--- src/rtl/dl_tx_pkg.sv ---
package dl_tx_pkg;
  typedef enum logic [2:0] {ST_IDLE, ST_OPEN, ST_DATA, ST_FCS, ST_CLOSE} tx_state_e;

  localparam logic [7:0]  FLAG_BYTE = 8'h7E;
  localparam logic [15:0] CRC_PRESET = 16'hFFFF;
  localparam logic [15:0] CRC_POLY_REV = 16'h8408;

  function automatic logic [15:0] crc_step(input logic [15:0] c, input logic b);
    logic [15:0] n;
    n = c >> 1;
    if (c[0] ^ b) n = n ^ CRC_POLY_REV;
    return n;
  endfunction
endpackage

--- src/rtl/dl_msg_buf.sv ---
module dl_msg_buf #(
  parameter int DEPTH = 88,
  parameter int AW    = $clog2(DEPTH)
) (
  input  logic          clk,
  input  logic          we,
  input  logic [AW-1:0] waddr,
  input  logic [7:0]    wdata,
  input  logic [AW-1:0] raddr,
  output logic [7:0]    rdata
);
  logic [7:0] mem_q [DEPTH];

  always_ff @(posedge clk) begin
    if (we) mem_q[waddr] <= wdata;
  end

  assign rdata = mem_q[raddr];
endmodule

--- src/rtl/dl_frame_seq.sv ---
module dl_frame_seq
  import dl_tx_pkg::*;
#(
  parameter int AW        = 7,
  parameter int LEN_SHORT = 76,
  parameter int LEN_LONG  = 82
) (
  input  logic          clk,
  input  logic          rst_n,
  input  logic          start,
  input  logic          len_sel,
  input  logic          slot,
  input  logic [7:0]    rd_data,
  output logic [AW-1:0] rd_addr,
  output logic          dl_bit,
  output logic          busy,
  output logic          done
);
  localparam logic [AW-1:0] LAST_SHORT = AW'(LEN_SHORT - 1);
  localparam logic [AW-1:0] LAST_LONG  = AW'(LEN_LONG - 1);

  tx_state_e     state_q, state_nx;
  logic [2:0]    bit_q, bit_nx;
  logic [AW-1:0] byte_q, byte_nx;
  logic [2:0]    ones_q, ones_nx;
  logic [15:0]   crc_q, crc_nx;
  logic          pend_q, pend_nx;
  logic          len_q, len_nx;
  logic          done_q, done_nx;

  logic          start_ok, stuff, adv, cur_bit, in_body;
  logic [AW-1:0] last_byte;

  assign busy      = pend_q | (state_q != ST_IDLE);
  assign start_ok  = start & ~busy;
  assign in_body   = (state_q == ST_DATA) | (state_q == ST_FCS);
  assign stuff     = (in_body | (state_q == ST_CLOSE)) & (ones_q == 3'd5);
  assign adv       = slot & ~stuff;
  assign last_byte = len_q ? LAST_LONG : LAST_SHORT;
  assign rd_addr   = byte_q;

  always_comb begin
    unique case (state_q)
      ST_DATA: cur_bit = rd_data[bit_q];
      ST_FCS:  cur_bit = ~crc_q[{byte_q[0], bit_q}];
      default: cur_bit = FLAG_BYTE[bit_q];
    endcase
  end

  assign dl_bit = stuff ? 1'b0 : cur_bit;

  // next-state process
  always_comb begin
    state_nx = state_q;
    bit_nx   = bit_q;
    byte_nx  = byte_q;
    ones_nx  = ones_q;
    crc_nx   = crc_q;
    pend_nx  = pend_q | start_ok;
    len_nx   = start_ok ? len_sel : len_q;
    done_nx  = 1'b0;

    if (slot && stuff) ones_nx = 3'd0;

    if (adv) begin
      bit_nx  = bit_q + 3'd1;
      ones_nx = (in_body && cur_bit) ? ones_q + 3'd1 : 3'd0;
      if (state_q == ST_DATA) crc_nx = crc_step(crc_q, cur_bit);
      if (state_q == ST_OPEN) crc_nx = CRC_PRESET;
      if (bit_q == 3'd7) begin
        unique case (state_q)
          ST_IDLE: if (pend_q || start_ok) begin
            state_nx = ST_OPEN;
            pend_nx  = 1'b0;
          end
          ST_OPEN: begin
            state_nx = ST_DATA;
            byte_nx  = '0;
          end
          ST_DATA: begin
            if (byte_q == last_byte) begin
              state_nx = ST_FCS;
              byte_nx  = '0;
            end else begin
              byte_nx = byte_q + 1'b1;
            end
          end
          ST_FCS: begin
            if (byte_q[0]) state_nx = ST_CLOSE;
            else           byte_nx  = byte_q + 1'b1;
          end
          default: begin
            state_nx = ST_IDLE;
            done_nx  = 1'b1;
          end
        endcase
      end
    end
  end

  // register process
  always_ff @(posedge clk or negedge rst_n) begin
    if (!rst_n) begin
      state_q <= ST_IDLE;
      bit_q   <= '0;
      byte_q  <= '0;
      ones_q  <= '0;
      crc_q   <= CRC_PRESET;
      pend_q  <= 1'b0;
      len_q   <= 1'b0;
      done_q  <= 1'b0;
    end else begin
      state_q <= state_nx;
      bit_q   <= bit_nx;
      byte_q  <= byte_nx;
      ones_q  <= ones_nx;
      crc_q   <= crc_nx;
      pend_q  <= pend_nx;
      len_q   <= len_nx;
      done_q  <= done_nx;
    end
  end

  assign done = done_q;
endmodule

--- src/rtl/dl_msg_tx.sv ---
module dl_msg_tx #(
  parameter int DEPTH     = 88,
  parameter int LEN_SHORT = 76,
  parameter int LEN_LONG  = 82,
  parameter int AW        = $clog2(DEPTH)
) (
  input  logic          clk,
  input  logic          rst_n,
  input  logic          wr_en,
  input  logic [AW-1:0] wr_addr,
  input  logic [7:0]    wr_data,
  input  logic          len_sel,
  input  logic          start,
  input  logic          slot,
  output logic          dl_bit,
  output logic          busy,
  output logic          done
);
  logic [AW-1:0] rd_addr;
  logic [7:0]    rd_data;
  logic          buf_we;

  assign buf_we = wr_en & ~busy & (32'(wr_addr) < DEPTH);

  dl_msg_buf #(.DEPTH(DEPTH), .AW(AW)) u_buf (
    .clk   (clk),
    .we    (buf_we),
    .waddr (wr_addr),
    .wdata (wr_data),
    .raddr (rd_addr),
    .rdata (rd_data)
  );

  dl_frame_seq #(.AW(AW), .LEN_SHORT(LEN_SHORT), .LEN_LONG(LEN_LONG)) u_seq (
    .clk     (clk),
    .rst_n   (rst_n),
    .start   (start),
    .len_sel (len_sel),
    .slot    (slot),
    .rd_data (rd_data),
    .rd_addr (rd_addr),
    .dl_bit  (dl_bit),
    .busy    (busy),
    .done    (done)
  );
endmodule

--- config.mk ---
export PLATFORM = sky130hd
export DESIGN_NAME = dl_msg_tx
export DESIGN_NICKNAME = d
export VERILOG_FILES = /design/src/rtl/dl_tx_pkg.sv /design/src/rtl/dl_msg_buf.sv /design/src/rtl/dl_frame_seq.sv /design/src/rtl/dl_msg_tx.sv
export SDC_FILE = /design/constraint.sdc
export NUM_CORES = 1
export LEC_CHECK = 0
export BUFFER_PORTS_ARGS = -buffer_cell sky130_fd_sc_hd__buf_2
export CAP_MARGIN = 20
export CORE_ASPECT_RATIO = 1.25
export CORE_UTILIZATION = 50
export CTS_BUF_LIST = sky130_fd_sc_hd__clkbuf_4
export DETAILED_ROUTE_END_ITERATION = 8
export PLACE_DENSITY_LB_ADDON = 0.05
export SYNTH_ARGS = -nofsm -noshare
export SYNTH_HDL_FRONTEND = slang
export SYNTH_HIERARCHICAL = 1
export SYNTH_SLANG_ARGS = --single-unit
--- constraint.sdc ---
create_clock -name clk -period 9 [get_ports clk]
set_clock_uncertainty 0.15 [all_clocks]
set_input_delay 1.35 -clock clk [delete_from_list [all_inputs] [get_ports clk]]
set_output_delay 1.35 -clock clk [all_outputs]
set_load 0.01 [all_outputs]
==> impl_table.tex <==
\begin{tabular}{lr}
\hline
Metric & Value \\
\hline
\multicolumn{2}{l}{\textbf{STA}} \\
Setup Viol. Count Final & 0 \\
Count of final hold-check violations & 0 \\
Final setup slack of the worst path & 1652 ps \\
Final period util & 0.8164 \\
Total count of max-transition violations in the final report & 0 \\
RSZ-0062 raised after global routing & false \\
Worst slack on hold paths & 331.8 ps \\
Achievable frequency & 136.1 MHz \\
Worst relative slew slack & 0.2836 \\
Worst-margin pin slew & $\sim$1100 ps \\
Tmin final & 7348 ps \\
Final sum of negative setup slack & 0 ps \\
\multicolumn{2}{l}{\textbf{Clock tree}} \\
Source-to-sink clock delay at the later pin of the worst-skew pair & around 990 ps \\
Number of hold buffers added after CTS & 0 \\
CTS tree & built \\
Clock-pin slew reported for the worst setup and hold paths after clock tree synthesis & $\sim$70 ps \\
CTS Buffer Depth & 3 \\
Number of levels the H-tree was split into & 4 \\
Sink Count & roughly 740 \\
Cts bufs inserted & 180 \\
CTS Root Buffer Type & sky130\_fd\_sc\_hd\_\_clkbuf\_4 \\
Resized Gates After CTS & 0 \\
Post-CTS setup buffer count & 0 \\
\multicolumn{2}{l}{\textbf{Outcome}} \\
Status & finished clean \\
\multicolumn{2}{l}{\textbf{Logic synthesis}} \\
Share of the synthesized area in the top cell type & 0.7152 \\
Main synth FF type & sky130\_fd\_sc\_hd\_\_edfxtp\_1 \\
Synthesized netlist net count & between 1,500 and 2,000 \\
Post-synthesis cell area & 29,560 µm² \\
Number of distinct standard cells referenced by the synthesized netlist & 67 \\
Proportion of synthesized chip area in sequential cells & 0.7455 \\
Share of flip-flops with an asynchronous set or reset & 0.04736 \\
Top cells by area in the synthesized netlist & sky130\_fd\_sc\_hd\_\_edfxtp\_1 72\%, sky130\_fd\_sc\_hd\_\_mux4\_2 12\%, sky130\_fd\_sc\_hd\_\_dfrtp\_1 1.6\%, sky130\_fd\_sc\_hd\_\_mux2i\_1 1.6\%, sky130\_fd\_sc\_hd\_\_dfstp\_2 1.4\% \\
Cell type with the highest aggregate area in the netlist & sky130\_fd\_sc\_hd\_\_edfxtp\_1 \\
Flops \& latches, synth & 739 \\
Post-synthesis instance total & 1,495 \\
Syn Area/Cell & 19.77 µm² \\
EDFF count, synth & 704 \\
Yosys synthesis warning count & 6 \\
\multicolumn{2}{l}{\textbf{Route}} \\
Routed length on met3 & 4126 µm \\
Highest Signal Layer & met5 \\
Remaining antenna violation count after routing & 0 \\
TritonRoute pass-1 iters & 5 \\
M1 WL & 28,340 µm \\
Average via count per standard cell & 5.948 \\
Routed vias & 15,066 \\
Met2 routed wirelength & 36,230 µm \\
Post-detailed-route DRC marker count & 0 \\
Total routed wirelength & a little over 70,000 µm \\
DRC violation total after the first TritonRoute iteration & 1,078 \\
Average wire length per cell after detail routing & about 28 µm \\
\multicolumn{2}{l}{\textbf{Final layout}} \\
Synthesis-to-finish area growth & 10.12\% \\
Most frequent standard cell in the layout excluding fill and tap cells & sky130\_fd\_sc\_hd\_\_edfxtp\_1 \\
Final nets & 1,672 \\
Fraction of layout instances using a drive strength above 1 & 0.3108 \\
Commonest non-fill, non-tap cells in the layout & 704 x sky130\_fd\_sc\_hd\_\_edfxtp\_1, 261 x sky130\_fd\_sc\_hd\_\_clkbuf\_4, 163 x sky130\_fd\_sc\_hd\_\_mux4\_2 \\
\multicolumn{2}{l}{\textbf{Die}} \\
Core Box Area & just under 60,000 µm² \\
Effective utilization at floorplan & 0.5067 \\
Total Die Area & 60,100 µm² \\
Vertical extent of the die & approximately 270 µm \\
Std cell rows & around 100 \\
Die Span X & 219.5 µm \\
IO Pins & 24 \\
\multicolumn{2}{l}{\textbf{Setup path}} \\
Capture instance of the worst register-to-register path & u\_seq/crc\_q[3]\$\_DFFE\_PN1P\_ \\
Sequence of cells on the critical path & clkinv\_1 > nand3b\_1 > o22ai\_1 > or4\_1 > nand4\_1 > mux2i\_1 > mux4\_2 > or2\_4 > a311oi\_1 > buf\_2 \\
Highest-delay cell along the critical path & sky130\_fd\_sc\_hd\_\_clkinv\_1 \\
CP delay by family, top & simple AND/OR/NAND/NOR gates \\
Stages on worst setup path & 10 \\
Worst Setup Start Kind & flop \\
Peak fanout along the critical path & 34 \\
Bufs and invs on worst path & 2 \\
Depth of the most critical reg-to-reg path & 11 \\
Required time at the worst-slack endpoint & 7500 ps \\
Max incr delay on CP & 1040 ps \\
Endpoint kind of the worst setup timing path & primary output \\
Critical path data arrival time & 5850 ps \\
Worst setup path startpoint & u\_seq/rd\_addr[4]\$\_DFFE\_PN0P\_ \\
Startpoint of the worst-slack reg-to-reg timing path & u\_seq/rd\_addr[4]\$\_DFFE\_PN0P\_ \\
Last element of the critical path & dl\_bit \\
Register-to-register path setup slack & 3820 ps \\
Type of the worst setup path & flop to primary output \\
\multicolumn{2}{l}{\textbf{Job}} \\
Number of maximum-capacitance violations & 0 \\
\multicolumn{2}{l}{\textbf{Global routing}} \\
First-pass GRT wire length & 103,900 µm \\
Maximum number of pins on one net before global-route repair & a little under 90 \\
GRT Overall Usage & 0.2452 \\
Remaining Overflow, GRT & 0 \\
Vias in the first global route & approximately 16,000 \\
Initial antenna violation count & 5 \\
\multicolumn{2}{l}{\textbf{Pwr}} \\
Worst IR Drop VDD & 0.1632 mV \\
Leakage & 10.40 nW \\
Power density over the cells & 264.8 nW/µm² \\
Total power draw & 8.620 mW \\
\multicolumn{2}{l}{\textbf{Placement}} \\
Worst setup slack after placement & 2637 ps \\
Port-buffer cells & 23 \\
Final HPWL from detailed placement & 42,960 µm \\
Routability Congestion & 0.9051 \\
\multicolumn{2}{l}{\textbf{Worst hold path}} \\
Worst Hold Class & input port to async pin \\
\hline
\end{tabular}
## kinds of logic (layout without fill, tap and decap cells)
| kind of cell | after synthesis | count (layout) | synth area share |
|---|---|---|---|
| buffers and inverters | 86 | 364 | 0.01917 |
| XOR/XNOR | 8 | 8 | 0.002370 |
| other | 0 | 3 | 0 |
| flip-flops | 739 | 739 | 0.7455 |
| multiplexers | 229 | 229 | 0.1474 |
| AND/OR/NAND/NOR | 285 | 285 | 0.04732 |
| adder cells (fa/ha/maj) | 7 | 7 | 0.002963 |
| AO/OA/AOI/OAI | 141 | 141 | 0.03530 |
## synthesized netlist by cell type (20+ instances only)
cell type	n
sky130_fd_sc_hd__nand3_1	24
sky130_fd_sc_hd__nand2_1	55
sky130_fd_sc_hd__nor2_1	108
sky130_fd_sc_hd__clkbuf_1	22
sky130_fd_sc_hd__mux2i_1	46
sky130_fd_sc_hd__o22ai_1	25
sky130_fd_sc_hd__a22oi_1	20
sky130_fd_sc_hd__o21ai_0	20
sky130_fd_sc_hd__mux4_2	163
sky130_fd_sc_hd__edfxtp_1	704
sky130_fd_sc_hd__nand2b_1	31
## registers in the layout (all words and copies together) (netlist names)
register       count
u_buf/mem_q      704
u_seq/bit_q        3
u_seq/crc_q       16
u_seq/done         1
u_seq/len_q        1
u_seq/ones_q       3
u_seq/pend_q       1
u_seq/rd_addr      7
u_seq/state_q      3
## worst min path at each step
stage / end / slack, ps
after floorplan: u_seq/ones_q[2]$_DFFE_PN0P_ / 320
after global placement: u_seq/ones_q[2]$_DFFE_PN0P_ / 340
after detailed placement: u_seq/crc_q[10]$_DFFE_PN1P_ / 360
after CTS: u_seq/done$_DFF_PN0_ / 220
after global routing: u_seq/bit_q[0]$_DFFE_PN0P_ / 250
final: u_seq/done$_DFF_PN0_ / 330
## metal layers
metal	up-vias	global-route usage
li1	6536	-
met1	7906	0.3116
met2	496	0.4055
met3	122	0.06456
met4	6	0.08973
met5	-	0
## report_power, final
part	internal, mW	switching, mW	total, mW
Sequential	3.84	0.263	4.10
Combinational	0.870	0.929	1.80
Clock	1.44	1.28	2.72
## metrics by stage
step	instance area [µm²]	util	std cells
4_1_cts	32550	0.5578	2530
5_1_grt	32550	0.5579	2532
6_report	32550	0.5580	2533
3_3_place_gp	30280	0.5189	2219
3_5_place_dp	30280	0.5189	2219
2_1_floorplan	29560	-	1495
## layout make-up
cell class                 instances  area, µm²
clock inverter                    50      310.3
tap                              757      947.2
timing repair buffer              43      277.8
fill                            4562      25790
antenna                            3      7.507
sequential                       739      22050
multi-input combinational        670       6962
clock buffer                     261       1959
inverter                          10      37.54
(Power assumes the default switching activity.)
